<file path="src/rtl/cpm_pkg.sv">
package cpm_pkg;
   localparam logic [7:0] OPC_CP     = 8'hAD;
   localparam logic [7:0] OPC_WRDI   = 8'h04;
   localparam logic [7:0] OPC_RDSR   = 8'h05;
   localparam logic [7:0] OPC_RDSCUR = 8'h2B;
   localparam logic [7:0] OPC_RB_ON  = 8'h70;
   localparam logic [7:0] OPC_RB_OFF = 8'h80;

   localparam int WIP_BIT = 0;
   localparam int CPM_BIT = 4;

   // opcodes that keep effect while continuous-program mode is active
   function automatic logic cp_whitelist(input logic [7:0] op);
      return (op == OPC_CP) || (op == OPC_WRDI) ||
             (op == OPC_RDSR) || (op == OPC_RDSCUR);
   endfunction
endpackage

</file>
<file path="src/rtl/cpm_spi_rx.sv">
module cpm_spi_rx #(
   parameter int SYNC_STAGES = 2,
   parameter int CNT_W       = 3
) (
   input  logic             clk,
   input  logic             rst_n,
   input  logic             cs_n,
   input  logic             sclk,
   input  logic             si,
   output logic             sel,
   output logic             sck_fall,
   output logic             byte_stb,
   output logic [7:0]       byte_val,
   output logic [CNT_W-1:0] byte_idx,
   output logic             frame_end,
   output logic             frame_whole,
   output logic [CNT_W-1:0] frame_bytes
);
   localparam int LINES = 3;

   logic [LINES-1:0] stg [SYNC_STAGES];
   logic             cs_s, sck_s, si_s, cs_d, sck_d, sck_rise;
   logic [2:0]       bit_cnt;
   logic [6:0]       shreg;
   logic [CNT_W-1:0] byte_cnt;

   always_ff @(posedge clk or negedge rst_n) begin
      if (!rst_n) begin
         for (int i = 0; i < SYNC_STAGES; i++) stg[i] <= 3'b100;
      end else begin
         stg[0] <= {cs_n, sclk, si};
         for (int i = 1; i < SYNC_STAGES; i++) stg[i] <= stg[i-1];
      end
   end

   assign cs_s  = stg[SYNC_STAGES-1][2];
   assign sck_s = stg[SYNC_STAGES-1][1];
   assign si_s  = stg[SYNC_STAGES-1][0];

   assign sel      = !cs_s;
   assign sck_rise = !cs_s && sck_s && !sck_d;
   assign sck_fall = !cs_s && !sck_s && sck_d;

   always_ff @(posedge clk or negedge rst_n) begin
      if (!rst_n) begin
         cs_d     <= 1'b1;
         sck_d    <= 1'b0;
         bit_cnt  <= '0;
         byte_cnt <= '0;
         shreg    <= '0;
         byte_stb <= 1'b0;
         byte_val <= '0;
         byte_idx <= '0;
      end else begin
         cs_d     <= cs_s;
         sck_d    <= sck_s;
         byte_stb <= 1'b0;
         if (cs_s) begin
            bit_cnt  <= '0;
            byte_cnt <= '0;
         end else if (sck_rise) begin
            shreg   <= {shreg[5:0], si_s};
            bit_cnt <= bit_cnt + 3'd1;
            if (bit_cnt == 3'd7) begin
               byte_stb <= 1'b1;
               byte_val <= {shreg, si_s};
               byte_idx <= byte_cnt;
               if (byte_cnt != '1) byte_cnt <= byte_cnt + 1'b1;
            end
         end
      end
   end

   assign frame_end   = cs_s && !cs_d;
   assign frame_whole = (bit_cnt == 3'd0) && (byte_cnt != '0);
   assign frame_bytes = byte_cnt;
endmodule

</file>
<file path="src/rtl/cpm_ctrl.sv">
module cpm_ctrl #(
   parameter int ADDR_W     = 24,
   parameter int CNT_W      = 3,
   parameter bit RB_SUPPORT = 1'b1
) (
   input  logic              clk,
   input  logic              rst_n,
   input  logic              byte_stb,
   input  logic [7:0]        byte_val,
   input  logic [CNT_W-1:0]  byte_idx,
   input  logic              frame_end,
   input  logic              frame_whole,
   input  logic [CNT_W-1:0]  frame_bytes,
   input  logic              prog_busy,
   output logic              prog_req,
   output logic [ADDR_W-1:0] prog_addr,
   output logic [7:0]        prog_data,
   output logic              wip,
   output logic              cp_mode,
   output logic              rb_on
);
   import cpm_pkg::*;

   localparam int AB        = ADDR_W / 8;
   localparam int LONG_LEN  = AB + 2;
   localparam int SHORT_LEN = 2;

   logic [7:0]        op_q, data_long, data_short;
   logic [ADDR_W-1:0] addr_acc, acc_next;
   logic              busy_d, go, accept;
   logic              start_long, step_short, exit_cp, rb_set, rb_clr;

   generate
      if (AB == 1) begin : g_addr_one
         assign acc_next = byte_val;
      end else begin : g_addr_multi
         assign acc_next = {addr_acc[ADDR_W-9:0], byte_val};
      end
   endgenerate

   always_ff @(posedge clk or negedge rst_n) begin
      if (!rst_n) begin
         op_q       <= '0;
         addr_acc   <= '0;
         data_long  <= '0;
         data_short <= '0;
      end else if (byte_stb) begin
         if (byte_idx == '0) op_q <= byte_val;
         if (byte_idx >= CNT_W'(1) && byte_idx <= CNT_W'(AB)) addr_acc <= acc_next;
         if (byte_idx == CNT_W'(AB + 1)) data_long <= byte_val;
         if (byte_idx == CNT_W'(1)) data_short <= byte_val;
      end
   end

   always_comb begin
      go         = frame_end && frame_whole;
      accept     = go && (!cp_mode || cp_whitelist(op_q));
      start_long = accept && !cp_mode && !wip && op_q == OPC_CP &&
                   frame_bytes == CNT_W'(LONG_LEN);
      step_short = accept && cp_mode && !wip && op_q == OPC_CP &&
                   frame_bytes == CNT_W'(SHORT_LEN);
      exit_cp    = accept && cp_mode && !wip && op_q == OPC_WRDI &&
                   frame_bytes == CNT_W'(1);
      rb_set     = accept && !cp_mode && op_q == OPC_RB_ON  && frame_bytes == CNT_W'(1);
      rb_clr     = accept && !cp_mode && op_q == OPC_RB_OFF && frame_bytes == CNT_W'(1);
   end

   always_ff @(posedge clk or negedge rst_n) begin
      if (!rst_n) begin
         prog_req  <= 1'b0;
         prog_addr <= '0;
         prog_data <= '0;
         wip       <= 1'b0;
         cp_mode   <= 1'b0;
         busy_d    <= 1'b0;
      end else begin
         busy_d   <= prog_busy;
         prog_req <= start_long || step_short;
         if (start_long) begin
            prog_addr <= addr_acc;
            prog_data <= data_long;
            cp_mode   <= 1'b1;
         end
         if (step_short) begin
            prog_addr <= prog_addr + 1'b1;
            prog_data <= data_short;
         end
         if (exit_cp) cp_mode <= 1'b0;
         if (start_long || step_short) wip <= 1'b1;
         else if (busy_d && !prog_busy) wip <= 1'b0;
      end
   end

   generate
      if (RB_SUPPORT) begin : g_rb
         always_ff @(posedge clk or negedge rst_n) begin
            if (!rst_n) rb_on <= 1'b0;
            else if (rb_set) rb_on <= 1'b1;
            else if (rb_clr) rb_on <= 1'b0;
         end
      end else begin : g_no_rb
         logic unused_rb;
         assign unused_rb = rb_set | rb_clr;
         assign rb_on = 1'b0;
      end
   endgenerate

   AST_REQ_SINGLE: assert property (@(posedge clk) disable iff (!rst_n)
      prog_req |=> !prog_req);
   AST_REQ_ENGINE_IDLE: assert property (@(posedge clk) disable iff (!rst_n)
      prog_req |-> !prog_busy);
   AST_CP_EXIT_IDLE: assert property (@(posedge clk) disable iff (!rst_n)
      $fell(cp_mode) |-> !$past(wip));
   AST_RB_FROZEN_IN_CP: assert property (@(posedge clk) disable iff (!rst_n)
      $past(cp_mode) |-> $stable(rb_on));
endmodule

</file>
<file path="src/rtl/cpm_so.sv">
module cpm_so #(
   parameter int CNT_W = 3
) (
   input  logic             clk,
   input  logic             rst_n,
   input  logic             cs_n,
   input  logic             sel,
   input  logic             sck_fall,
   input  logic             byte_stb,
   input  logic [7:0]       byte_val,
   input  logic [CNT_W-1:0] byte_idx,
   input  logic             wip,
   input  logic             cp_mode,
   input  logic             rb_on,
   output logic             so,
   output logic             so_en
);
   import cpm_pkg::*;

   logic [7:0] st_sr, st_sec, sh;
   logic [2:0] sh_cnt;
   logic       rd_pend, rd_act, rd_sec, rb_drive;

   always_comb begin
      st_sr          = '0;
      st_sr[WIP_BIT] = wip;
      st_sec          = '0;
      st_sec[CPM_BIT] = cp_mode;
   end

   always_ff @(posedge clk or negedge rst_n) begin
      if (!rst_n) begin
         rd_pend <= 1'b0;
         rd_act  <= 1'b0;
         rd_sec  <= 1'b0;
         sh      <= '0;
         sh_cnt  <= '0;
      end else if (!sel) begin
         rd_pend <= 1'b0;
         rd_act  <= 1'b0;
      end else begin
         if (byte_stb && byte_idx == '0 &&
             (byte_val == OPC_RDSR || byte_val == OPC_RDSCUR)) begin
            rd_pend <= 1'b1;
            rd_sec  <= (byte_val == OPC_RDSCUR);
         end
         if (sck_fall) begin
            if (rd_pend) begin
               rd_pend <= 1'b0;
               rd_act  <= 1'b1;
               sh      <= rd_sec ? st_sec : st_sr;
               sh_cnt  <= '0;
            end else if (rd_act) begin
               if (sh_cnt == 3'd7) sh <= rd_sec ? st_sec : st_sr;
               else                sh <= {sh[6:0], 1'b0};
               sh_cnt <= sh_cnt + 3'd1;
            end
         end
      end
   end

   assign rb_drive = rb_on && cp_mode;
   assign so       = rb_drive ? !wip : sh[7];
   assign so_en    = !cs_n && (rb_drive || rd_act);

   AST_SO_FLOAT: assert property (@(posedge clk) disable iff (!rst_n)
      cs_n |-> !so_en);
endmodule

</file>
<file path="src/rtl/cpm_sequencer.sv">
module cpm_sequencer #(
   parameter int ADDR_W      = 24,
   parameter int SYNC_STAGES = 2,
   parameter bit RB_SUPPORT  = 1'b1
) (
   input  logic              clk,
   input  logic              rst_n,
   input  logic              cs_n,
   input  logic              sclk,
   input  logic              si,
   output logic              so,
   output logic              so_en,
   output logic              prog_req,
   output logic [ADDR_W-1:0] prog_addr,
   output logic [7:0]        prog_data,
   input  logic              prog_busy
);
   localparam int LONG_LEN = ADDR_W / 8 + 2;
   localparam int CNT_W    = $clog2(LONG_LEN + 2);

   initial begin
      assert (ADDR_W >= 8 && ADDR_W % 8 == 0)
         else $error("ADDR_W must be a whole number of bytes");
      assert (SYNC_STAGES >= 2)
         else $error("SYNC_STAGES must be at least 2");
   end

   logic             sel, sck_fall, byte_stb, frame_end, frame_whole;
   logic [7:0]       byte_val;
   logic [CNT_W-1:0] byte_idx, frame_bytes;
   logic             wip, cp_mode, rb_on;

   cpm_spi_rx #(.SYNC_STAGES(SYNC_STAGES), .CNT_W(CNT_W)) u_rx (
      .clk(clk), .rst_n(rst_n), .cs_n(cs_n), .sclk(sclk), .si(si),
      .sel(sel), .sck_fall(sck_fall), .byte_stb(byte_stb),
      .byte_val(byte_val), .byte_idx(byte_idx), .frame_end(frame_end),
      .frame_whole(frame_whole), .frame_bytes(frame_bytes)
   );

   cpm_ctrl #(.ADDR_W(ADDR_W), .CNT_W(CNT_W), .RB_SUPPORT(RB_SUPPORT)) u_ctrl (
      .clk(clk), .rst_n(rst_n), .byte_stb(byte_stb), .byte_val(byte_val),
      .byte_idx(byte_idx), .frame_end(frame_end), .frame_whole(frame_whole),
      .frame_bytes(frame_bytes), .prog_busy(prog_busy), .prog_req(prog_req),
      .prog_addr(prog_addr), .prog_data(prog_data), .wip(wip),
      .cp_mode(cp_mode), .rb_on(rb_on)
   );

   cpm_so #(.CNT_W(CNT_W)) u_so (
      .clk(clk), .rst_n(rst_n), .cs_n(cs_n), .sel(sel), .sck_fall(sck_fall),
      .byte_stb(byte_stb), .byte_val(byte_val), .byte_idx(byte_idx),
      .wip(wip), .cp_mode(cp_mode), .rb_on(rb_on), .so(so), .so_en(so_en)
   );
endmodule

</file>
<file path="config.mk">
export PLATFORM = sky130hd
export DESIGN_NAME = cpm_sequencer
export DESIGN_NICKNAME = d
export VERILOG_FILES = /design/src/rtl/cpm_pkg.sv /design/src/rtl/cpm_spi_rx.sv /design/src/rtl/cpm_ctrl.sv /design/src/rtl/cpm_so.sv /design/src/rtl/cpm_sequencer.sv
export SDC_FILE = /design/constraint.sdc
export NUM_CORES = 1
export LEC_CHECK = 0
export ABC_AREA = 1
export BUFFER_PORTS_ARGS = -buffer_cell sky130_fd_sc_hd__buf_2
export CORE_ASPECT_RATIO = 0.5
export CORE_MARGIN = 2
export CORE_UTILIZATION = 65
export CTS_BUF_LIST = sky130_fd_sc_hd__clkbuf_4 sky130_fd_sc_hd__clkbuf_8
export DETAILED_ROUTE_END_ITERATION = 10
export PLACE_DENSITY = 0.94
export SETUP_SLACK_MARGIN = 0.1
export SYNTH_ARGS = -nofsm -noshare
export SYNTH_HDL_FRONTEND = slang
export SYNTH_SLANG_ARGS = --single-unit
</file>
<file path="constraint.sdc">
create_clock -name clk -period 2.82 [get_ports clk]
set_input_delay 0 -clock clk [delete_from_list [all_inputs] [get_ports clk]]
set_output_delay 0 -clock clk [all_outputs]
set_load 0.03 [all_outputs]
</file>
==> results of run 1 <==
sequential cells by signal, indices dropped and copies added (netlist names), 3 cells and up:
| name | count |
|---|---|
| u_ctrl.addr_acc | 24 |
| u_ctrl.prog_addr | 24 |
| u_so.sh | 8 |
| u_rx.frame_bytes | 3 |
| u_rx.bit_cnt | 3 |
| u_rx.stg | 3 |
| u_ctrl.op_q | 8 |
| u_ctrl.data_long | 8 |
| u_rx.byte_idx | 3 |
| u_rx.byte_val | 8 |
| u_ctrl.prog_data | 8 |
| u_rx.shreg | 7 |
| u_so.sh_cnt | 3 |
| u_ctrl.data_short | 8 |
power by group through the flow:
stage | combinational [mW] | clock [mW] | sequential (mW)
2_1_floorplan | 0.0298 | 0 | 1.98
3_3_place_gp | 0.0782 | 0 | 1.98
3_5_place_dp | 0.0821 | 0 | 1.98
4_1_cts | 0.0878 | 1.44 | 1.94
5_1_grt | 0.101 | 1.54 | 1.95
6_report | 0.0847 | 1.44 | 1.94
per-stage QoR:
stage | instance area, um2 | worst slack, ns
final | 6912 | 0.6360
after global routing | 6912 | 0.5226
after CTS | 6912 | 0.6826
after detailed placement | 6509 | 0.7569
after global placement | 6509 | 0.8457
after floorplan | 6235 | 1.194
worst max-delay path: cells and delay by family, from the launching register on:
| kind | cells | cell delay [ns] |
|---|---|---|
| and+or+nand+nor | 7 | 0.78 |
| buffers and inverters | 2 | 0.65 |
| DFF | 1 | 0.40 |
| adders and majority gates | 1 | 0.22 |
worst paths after layout:
kind	depth (start not counted)	to	from	slack (ns)
min in group clk	2	u_rx.stg[3]	si	0.20
worst min register to register	0	u_rx.cs_s	u_rx.stg[5]	0.36
worst min-delay path	2	u_rx.byte_val[5]	rst_n	0.14
worst max register to register	10	u_ctrl.prog_addr[21]	u_rx.frame_bytes[0]	0.64
worst max-delay path	10	u_ctrl.prog_addr[21]	u_rx.frame_bytes[0]	0.64
max in group asynchronous	3	u_ctrl.prog_addr[21]	rst_n	1.82
placed cells by master (no fill, tap or decap), types with 11 or more instances in the layout:
| cell | count |
|---|---|
| nand2_1 | 246 |
| dfrtp_1 | 129 |
| o21ai_0 | 72 |
| nand3_1 | 70 |
| inv_1 | 64 |
| nor2_1 | 49 |
| buf_2 | 39 |
| clkbuf_8 | 20 |
| nand4_1 | 16 |
| a21oi_1 | 12 |
| ha_1 | 11 |
per-layer routing:
| layer | part of all wire (%) | GRT usage, % | up-vias | wire (um) |
|---|---|---|---|---|
| li1 | - | - | 2511 | - |
| met1 | 42 | 40.93 | 2603 | 6090 |
| met4 | 3.6 | 16.28 | 0 | 521 |
| met3 | 7.8 | 5.867 | 58 | 1136 |
| met2 | 47 | 48.66 | 275 | 6903 |
| met5 | 0 | 0 | - | 0 |
logic make-up after synthesis:
group | count (synthesis)
mux | 2
fa+ha+maj | 11
compound gates | 89
simple gates | 411
xor+xnor | 15
buf+inv | 94
flops | 132
cell type report:
cell class / instances / area [um2]
fillers: 605 / 2472
well taps: 121 / 151.4
flip-flops and latches: 132 / 3307
clock buffers: 27 / 327.8
multi-input cells: 528 / 2530
inverters: 73 / 275.3
clock inverters: 5 / 25.02
repair buffers: 49 / 295.3
==> key figures, run 1 <==
Yosys
  – Top FF cell, synth: dfrtp_1
  – Most numerous cell in the Yosys netlist: nand2_1
  – Mapped cell area: about 0.0062 mm2
  – Mux cell area share after synthesis: 0.3612%
  – Synth area leaders: dfrtp_1 52%, nand2_1 15%, o21ai_0 5.9%
  – Area share of the leading cell type in the synthesized netlist: around half
  – Syn Nets: 771
  – Largest family of logic cells by synthesized area: simple AND/OR/NAND/NOR gates
  – Leading area contributor after synthesis: dfrtp_1
  – Compound-Gate Fraction of Synth Area: 7.305%
  – Synth Area in Simple Gates: about 29%
  – Post-synth cell types: 32
  – EDFF count, synth: 0
  – Xor and xnor fraction of the mapped netlist area: 2.107%
  – Post-Synth Adder-Cell Area: 2.208%
  – Fraction of registers with async set or reset after synthesis: 100.0%
  – Commonest cells in the netlist: 246 x nand2_1, 129 x dfrtp_1, 73 x o21ai_0
  – Seq/Total Area, Yosys: a little over half
  – Cells after Synth: 754
  – Yosys warns: 0
  – Mean post-synth cell area: slightly above 8 um2
  – Register bit count reported by yosys: ~130

Detailed routing
  – Mean routed wirelength per cell: 15.67 um
  – Drt first pass iters: 5
  – Wirelength, routed: 14.65 mm
  – Total number of vias: ~5400
  – DR vias/cell: about 5.8
  – DRC: 0
  – DR iter-0 viols: 521
  – Antenna Violating Nets Remaining: 0

Timing
  – Final-report setup violation count: 0
  – RSZ-0062 raised after global routing: false
  – Tmin final: 2.184 ns
  – Worst-Margin Slew: 0.7218 ns
  – Period utilisation layout: a little under 80%
  – Max Slew Vio Count: 0
  – Slew HR: 51.83%
  – Achievable Freq: 457.9 MHz
  – Min Hold Slack: between 0.1 and 0.15 ns
  – Clk_skew: 0.01170 ns
  – TNS Setup: 0 ns
  – Final Hold Viols: 0

Global routing
  – Vias in the first global route: 5036
  – First-pass GRT wire length: 24.31 mm
  – Initial antenna violation count: 0
  – Grt ovf: 0
  – Overall Global Routing Usage: roughly 31%
  – Largest net degree at the start of global routing: 53

Final layout
  – N_diodes: 0
  – # nets final: slightly above 800
  – Layout Utilization: 73.65%
  – Finished Layout Cells: 935
  – Area Overhead vs Synth: 10.86%
  – Share of post-route cells with drive strength above 1: 13.76%

Critical path
  – Crit path max fanout: 21
  – CP Data Required Time: 3.15 ns
  – Worst EP arrival: 2.52 ns
  – Worst path cell trace: inv_1, ha_1, nand2_2, nand3_2, nor2_2, nand3_2, inv_1, nand2_1, nand2_1, nand2_1
  – Critical-path top delay cell: inv_1
  – Worst stage delay on the critical path: 0.54 ns
  – Crit-path most repeated cell: nand2_1
  – Setup crit start kind: flop
  – CP Capture Type: flop
  – Critical path class: flop to flop

Placement
  – Placed Instances: 898
  – GPL Wtd Cong: between 0.9 and 1
  – Hpwl dp: just under 10 mm
  – Port Buf Inserts: 40

Floorplan
  – Top Ports: 41
  – # rows: 25
  – Die Ht: 73.26 um
  – Die area: 0.01044 mm2
  – Core ar.: 0.009384 mm2
  – Initial Utilization: 66.44%
  – DIE WIDTH: 142.5 um

Power
  – Pwr/cell area: 502.7 mW/mm2
  – Sequential power share: 56.0%
  – Sw Pwr: about 0.8 mW
  – Sw Ratio: 22.62%
  – Combinational Power Share: 2.4%
  – Leak: 3.510 nW
  – Clk network pwr share: 41.6%
  – Total power: between 3 and 4 mW
  – Int Pwr: 2.689 mW
  – Peak supply drop: 0.3842 mV

Run
  – Max Cap Viol: 0

Clocking
  – TritonCTS clock tree: done
  – Clk sink count: 132
  – TritonCTS Buffers: 17
  – Worst-skew pair later-pin latency: 0.45 ns
  – Clock Path Buffers: 2
  – CTS root buf: clkbuf_8
  – Setup bufs post-CTS: 0
  – CTS clk-pin slew, worst paths: 0.07 ns
  – # resized after CTS: 0
  – Max H-tree Level: 4
  – Hold-fix buffers at CTS: 5

Min path
  – Hold Crit Class: primary input to asynchronous set/reset pin

Outcome
  – Status: complete, no violations
Note: power is estimated with default switching activity, not from simulation.
==> inputs of run 2 (changes only) <==
- CORE_UTILIZATION: 65 -> 57
- PLACE_DENSITY: 0.94 -> 0.88
- clock period: 2.82 -> 2 ns (I/O delays scaled with it)
==> key figures, run 2 (synthesized netlist as in run 1, its figures left out) <==
Global routing
  – Overall Global Routing Usage: 25.80% (-4.8 points)
  – Largest net degree at the start of global routing: 78 (+47%)
  – First-pass GRT wire length: 24.30 mm (about the same)
  – Initial antenna violation count: 0 (unchanged)
  – Vias in the first global route: 5042 (+0.12%)
  – Grt ovf: 0 (unchanged)

Timing
  – Final-report setup violation count: 0 (unchanged)
  – Final worst slack: 0.1349 ns (-0.5011 ns)
  – Max Slew Vio Count: 0 (unchanged)
  – Period utilisation layout: 93.26% (+16 points)
  – RSZ-0062 raised after global routing: false
  – TNS Setup: 0 ns (unchanged)
  – Final Hold Viols: 0 (unchanged)
  – Achievable Freq: 536.2 MHz (+17%)
  – Clk_skew: 0.01455 ns (+0.002847 ns)
  – Min Hold Slack: 0.02923 ns (-0.1115 ns)
  – Tmin final: 1.865 ns (-0.3189 ns)
  – Worst-Margin Slew: 0.5839 ns (-0.1379 ns)
  – Slew HR: 60.97% (+9.1 points)

Clocking
  – CTS root buf: clkbuf_8
  – Max H-tree Level: 4 (unchanged)
  – Worst-skew pair later-pin latency: 0.45 ns (about the same)
  – CTS clk-pin slew, worst paths: 0.07 ns (about the same)
  – TritonCTS Buffers: 17 (unchanged)
  – Clk sink count: 132 (unchanged)
  – Clock Path Buffers: 2 (unchanged)
  – TritonCTS clock tree: done

Placement
  – GPL Wtd Cong: 0.8866 (-3.5%)
  – Hpwl dp: 9.630 mm (-0.43%)
  – Port Buf Inserts: 40 (unchanged)
  – Area post-placement: 0.006608 mm2 (+1.5%)
  – Placed Instances: 927 (+3.2%)
  – Place WS: -0.01594 ns (-0.7728 ns)

Final layout
  – Most common cell after layout, fill and taps aside: nand2_1
  – Finished Layout Cells: 981 (+4.9%)
  – Post-route cell area: 0.007219 mm2 (+4.5%)
  – Fill cells: 709 (+17%)
  – Reg area: 0.003307 mm2 (unchanged)
  – Top Registers: u_ctrl.addr_acc x24, u_ctrl.prog_addr x24
  – # nets final: 845 (+3.3%)
  – Multi-input combinational cell area: 0.002584 mm2 (+2.1%)
  – Commonest non-fill, non-tap cells in the layout: 245 x nand2_1, 129 x dfrtp_1, 71 x o21ai_0
  – Layout Utilization: 69.35% (-4.3 points)
  – Share of post-route cells with drive strength above 1: 16.77% (+3.0 points)
  – N_diodes: 0 (unchanged)
  – Area Overhead vs Synth: 15.79%

Critical path
  – Reg2reg end: u_ctrl.prog_addr[21]
  – R2R Setup Slk: 0.13 ns (-0.50 ns)
  – Crit path max fanout: 8 (-62%)
  – Setup crit start kind: flop
  – Worst EP arrival: 2.20 ns (-0.32 ns)
  – CP Data Required Time: 2.34 ns (-0.81 ns)
  – Reg2reg start: u_rx.frame_bytes[0]
  – Critical path class: flop to flop
  – Crit path from: u_rx.frame_bytes[0]
  – End of the critical path: u_ctrl.prog_addr[21]
  – Worst stage delay on the critical path: 0.38 ns (-0.16 ns)
  – CP Capture Type: flop
  – Critical-path top delay cell: dfrtp_1
  – Worst path cell trace: inv_1, ha_1, nand2_2, nand3_4, nor2_4, nand3_4, buf_4, nand2_2, inv_2, nand2_1, nand2_1
  – Reg2Reg Depth: 11 (+1)

Detailed routing
  – Mean routed wirelength per cell: 15.66 um (about the same)
  – DRC: 0 (unchanged)
  – DR vias/cell: 5.660 (-2.9%)
  – DR iter-0 viols: 825 (+58%)
  – Drt first pass iters: 6 (+1)
  – Wirelength, routed: 15.37 mm (+4.9%)
  – Antenna Violating Nets Remaining: 0 (unchanged)
  – Total number of vias: 5552 (+1.9%)

Run
  – Max Cap Viol: 0 (unchanged)

Power
  – Pwr/cell area: 694.3 mW/mm2 (+38%)
  – Peak supply drop: 0.3791 mV (-1.3%)
  – Total power: 5.012 mW (+44%)
  – Leak: 3.633 nW (+3.5%)

Floorplan
  – Die Ht: 77.96 um (+6.4%)
  – Die area: 0.01184 mm2 (+13%)
  – DIE WIDTH: 151.9 um (+6.6%)
  – Initial Utilization: 59.89% (-6.5 points)
  – # rows: 26 (+4.0%)
  – Core ar.: 0.01041 mm2 (+11%)
  – Top Ports: 41 (unchanged)

Outcome
  – Status: complete, no violations

Min path
  – Hold Crit Class: primary input to asynchronous set/reset pin
## run 2: power by group
part	switching [mW]	leakage (nW)	internal (mW)
clock network	1.03	0.196	1.11
registers	0.0292	1.81	2.71
logic	0.0892	1.62	0.0377
## run 2: metal layers
metal,track usage [%],part of all wire [%]
met1,34.87,42
met2,41.44,47
met3,5.754,7.8
met4,9.626,3.2
met5,0,0
## run 2: worst min path at each step
| stage | endpoint |
|---|---|
| 2_1_floorplan | u_ctrl.addr_acc[0] |
| 3_3_place_gp | u_rx.shreg[1] |
| 3_5_place_dp | u_rx.shreg[1] |
| 4_1_cts | u_so.sh_cnt[0] |
| 5_1_grt | u_so.sh_cnt[1] |
| 6_report | u_rx.shreg[1] |
## run 2: critical path: cells and delay by family (launching register included)
kind	cells	cell delay (ns)
fa+ha+maj	1	0.22
buf+inv	3	0.41
simple gates	7	0.75
flops	1	0.38
## run 2: timing repair
action / CTS / global route
hold buffers: 5 / 0
hold endpoints to repair: 137 / 0
pin swaps: 1 / 5
resized for setup: 3 / 10
gates cloned: 0 / 2
setup buffers: 0 / 15
endpoints found under the setup margin: 26 / 33
## run 2: cell type report
type / instances / area share, %
Tap cell: 140 / 2.426
Clock inverter: 9 / 1.092
Timing Repair Buffer: 74 / 6.794
Inverter: 73 / 3.969
Clock buffer: 23 / 4.125
Sequential cell: 132 / 45.81
Multi-Input combinational cell: 530 / 35.79
==> inputs of run 3 (changes only) <==
- SYNTH_HIERARCHICAL: default -> 1
==> key figures, run 3 <==
Outcome
  – Status: complete, no violations

Power
  – Pwr/cell area: 758.5 mW/mm2 (+9.2%)
  – Leak: 3.746 nW (+3.1%)
  – Peak supply drop: 0.3828 mV (+0.98%)

Yosys
  – Commonest cells in the netlist: 304 x nand2_1, 129 x dfrtp_1, 69 x inv_1
  – Mapped cell area: 0.006538 mm2 (+4.9%)
  – Synth area leaders: dfrtp_1 49%, nand2_1 17%, nand3_1 5.2%
  – Largest family of logic cells by synthesized area: simple AND/OR/NAND/NOR gates
  – Mux cell area share after synthesis: 0.1722% (-0.19 points)
  – Yosys warns: 6 (+6)
  – Register bit count reported by yosys: 132 (unchanged)
  – Cells after Synth: 808 (+7.2%)
  – Xor and xnor fraction of the mapped netlist area: 1.608% (-0.50 points)
  – Seq/Total Area, Yosys: 50.58% (-2.5 points)
  – Synth Area in Simple Gates: 31.37% (+2.8 points)
  – Top FF cell, synth: dfrtp_1
  – Post-Synth Adder-Cell Area: 1.722% (-0.49 points)
  – Mean post-synth cell area: 8.091 um2 (-2.2%)
  – EDFF count, synth: 0 (unchanged)
  – Fraction of registers with async set or reset after synthesis: 100.0% (unchanged)
  – Most numerous cell in the Yosys netlist: nand2_1
  – Leading area contributor after synthesis: dfrtp_1
  – Post-synth cell types: 42 (+31%)
  – Syn Nets: 823 (+6.7%)
  – Area share of the leading cell type in the synthesized netlist: 49.38% (-2.4 points)
  – Compound-Gate Fraction of Synth Area: 7.024% (-0.28 points)

Floorplan
  – Core ar.: 0.01108 mm2 (+6.4%)
  – Die Ht: 79.73 um (+2.3%)
  – Top Ports: 41 (unchanged)
  – # rows: 27 (+3.8%)
  – DIE WIDTH: 155.5 um (+2.3%)
  – Initial Utilization: 59.00% (-0.89 points)
  – Die area: 0.01239 mm2 (+4.7%)

Placement
  – Port Buf Inserts: 40 (unchanged)
  – Hpwl dp: 10.02 mm (+4.1%)
  – GPL Wtd Cong: 0.8484 (-4.3%)

Clocking
  – TritonCTS Buffers: 17 (unchanged)
  – Clk sink count: 132 (unchanged)
  – CTS clk-pin slew, worst paths: 0.08 ns (about the same)
  – Worst-skew pair later-pin latency: 0.44 ns (about the same)
  – Clock Path Buffers: 2 (unchanged)
  – CTS root buf: clkbuf_8
  – TritonCTS clock tree: done
  – Max H-tree Level: 4 (unchanged)

Final layout
  – Area Overhead vs Synth: 15.16%
  – Most common cell after layout, fill and taps aside: nand2_1
  – Share of post-route cells with drive strength above 1: 15.76% (-1.0 points)
  – Layout Utilization: 67.94% (-1.4 points)
  – Commonest non-fill, non-tap cells in the layout: 301 x nand2_1, 129 x dfrtp_1, 68 x nand3_1
  – N_diodes: 0 (unchanged)
  – # nets final: 884 (+4.6%)
  – Top Registers: u_ctrl/addr_acc x24, u_ctrl/prog_addr x24

Detailed routing
  – Total number of vias: 5628 (+1.4%)
  – M1 WL: 6.456 mm (+0.70%)
  – Antenna Violating Nets Remaining: 0 (unchanged)
  – Met2 Routed Length: 7.040 mm (-3.0%)
  – Drt first pass iters: 7 (+1)
  – Metal3 WL: 1.036 mm (-14%)
  – Highest routed layer: met4
  – DR vias/cell: 5.480 (-3.2%)
  – Mean routed wirelength per cell: 14.44 um (-7.8%)
  – DR iter-0 viols: 561 (-32%)
  – DRC: 0 (unchanged)
  – Wirelength, routed: 14.83 mm (-3.5%)

Global routing
  – First-pass GRT wire length: 25.08 mm (+3.2%)
  – Vias in the first global route: 5382 (+6.7%)
  – Initial antenna violation count: 0 (unchanged)
  – Overall Global Routing Usage: 25.86% (+0.053 points)
  – Largest net degree at the start of global routing: 62 (-21%)
  – Grt ovf: 0 (unchanged)

Timing
  – Worst-Margin Slew: 0.7792 ns (+0.1953 ns)
  – TNS Setup: 0 ns (unchanged)
  – Slew HR: 48.05% (-13 points)
  – Period utilisation layout: 91.80% (-1.5 points)
  – Clk_skew: 0.01046 ns (-0.004087 ns)
  – Achievable Freq: 544.6 MHz (+1.6%)
  – Max Slew Vio Count: 0 (unchanged)
  – Final-report setup violation count: 0 (unchanged)
  – Tmin final: 1.836 ns (-0.02904 ns)
  – RSZ-0062 raised after global routing: true
  – Final Hold Viols: 0 (unchanged)

Critical path
  – Worst EP arrival: 2.17 ns (-0.03 ns)
  – Setup crit start kind: flop
  – Crit path max fanout: 61 (+53)
  – Critical path class: flop to flop
  – CP Data Required Time: 2.33 ns (about the same)
  – CP Capture Type: flop

Run
  – Max Cap Viol: 0 (unchanged)

Min path
  – Hold Crit Class: primary input to asynchronous set/reset pin
[run 3: cell types whose count changed after synthesis, moves of 5 or more]
cell,before,now
nand2_1,246,304
o21ai_0,73,68
nor2_1,49,54
a21oi_1,12,7
nand4_1,16,6
inv_1,64,69
buf_6,4,10
o21ai_1,0,9
[run 3: stage by stage]
step	area (um2)	hold slack (ns)	std cells	setup WS, ns	power (mW)
2_1_floorplan	6538	-0.2956	808	0.1643	2.907
3_3_place_gp	6935	0.1110	986	0.1528	3.017
3_5_place_dp	6935	0.1139	986	0.06007	3.026
4_1_cts	7487	0.1834	1024	0.1046	5.732
5_1_grt	7528	0.1917	1027	0.04218	5.911
6_report	7528	0.1933	1027	0.1639	5.710
[run 3: worst paths after layout]
| check | startpoint | to | slack, ns | depth (start not counted) |
|---|---|---|---|---|
| max | u_rx/bit_cnt[0] | u_ctrl/prog_addr[17] | 0.16 | 10 |
| min in group clk | sclk | u_rx/stg[4] | 0.20 | 2 |
| min reg2reg | u_rx/stg[3] | u_rx/si_s | 0.35 | 0 |
| max in group asynchronous | rst_n | u_ctrl/prog_addr[15] | 1.17 | 3 |
| min | rst_n | u_rx/shreg[4] | 0.19 | 2 |
| max reg2reg | u_rx/bit_cnt[0] | u_ctrl/prog_addr[17] | 0.16 | 10 |
[run 3: layout make-up]
type	count	area [um2]
Tap cell	145	181.4
Sequential cell	132	3307
Fill cell	805	3552
Clock inverter	13	230.2
Inverter	77	296.5
Multi-Input combinational cell	574	2761
Clock buffer	19	255.2
Timing Repair Buffer	67	496.7
[run 3: critical path, cell delays in order, from the launching register on]
cell,delay (ns)
dfrtp_1,0.39
inv_2,0.07
ha_1,0.13
nand2_1,0.07
a21oi_2,0.11
nand2_2,0.10
nor3b_4,0.29
nand3_4,0.11
buf_12,0.20
o21ai_1,0.16
nand2_1,0.06
[run 3: kinds of logic after synthesis]
logic type | count (synthesis)
mux | 1
flops | 132
compound gates | 89
simple gates | 463
buf+inv | 102
fa+ha+maj | 9
xor+xnor | 12
[run 3: report_power, final]
part	internal (mW)	switching, mW	leakage, nW
combinational	0.0865	0.156	1.70
sequential	2.72	0.0342	1.81
clock	1.66	1.06	0.235
[run 3: timing repair]
| action | in CTS | in global routing |
|---|---|---|
| setup endpoints to repair | 16 | 33 |
| buffers inserted | 1 | 3 |
| hold buffers | 5 | 0 |
| pin swaps | 2 | 4 |
| gates cloned | 0 | 0 |
| gates resized for setup | 3 | 9 |
| hold endpoints to repair | 58 | 0 |
[run 3: per-layer routing]
layer / up-vias / GRT usage (%)
met5: - / 0
met2: 233 / 43.05
met1: 2685 / 32.96
met3: 32 / 6.569
li1: 2678 / -
met4: 0 / 10.09
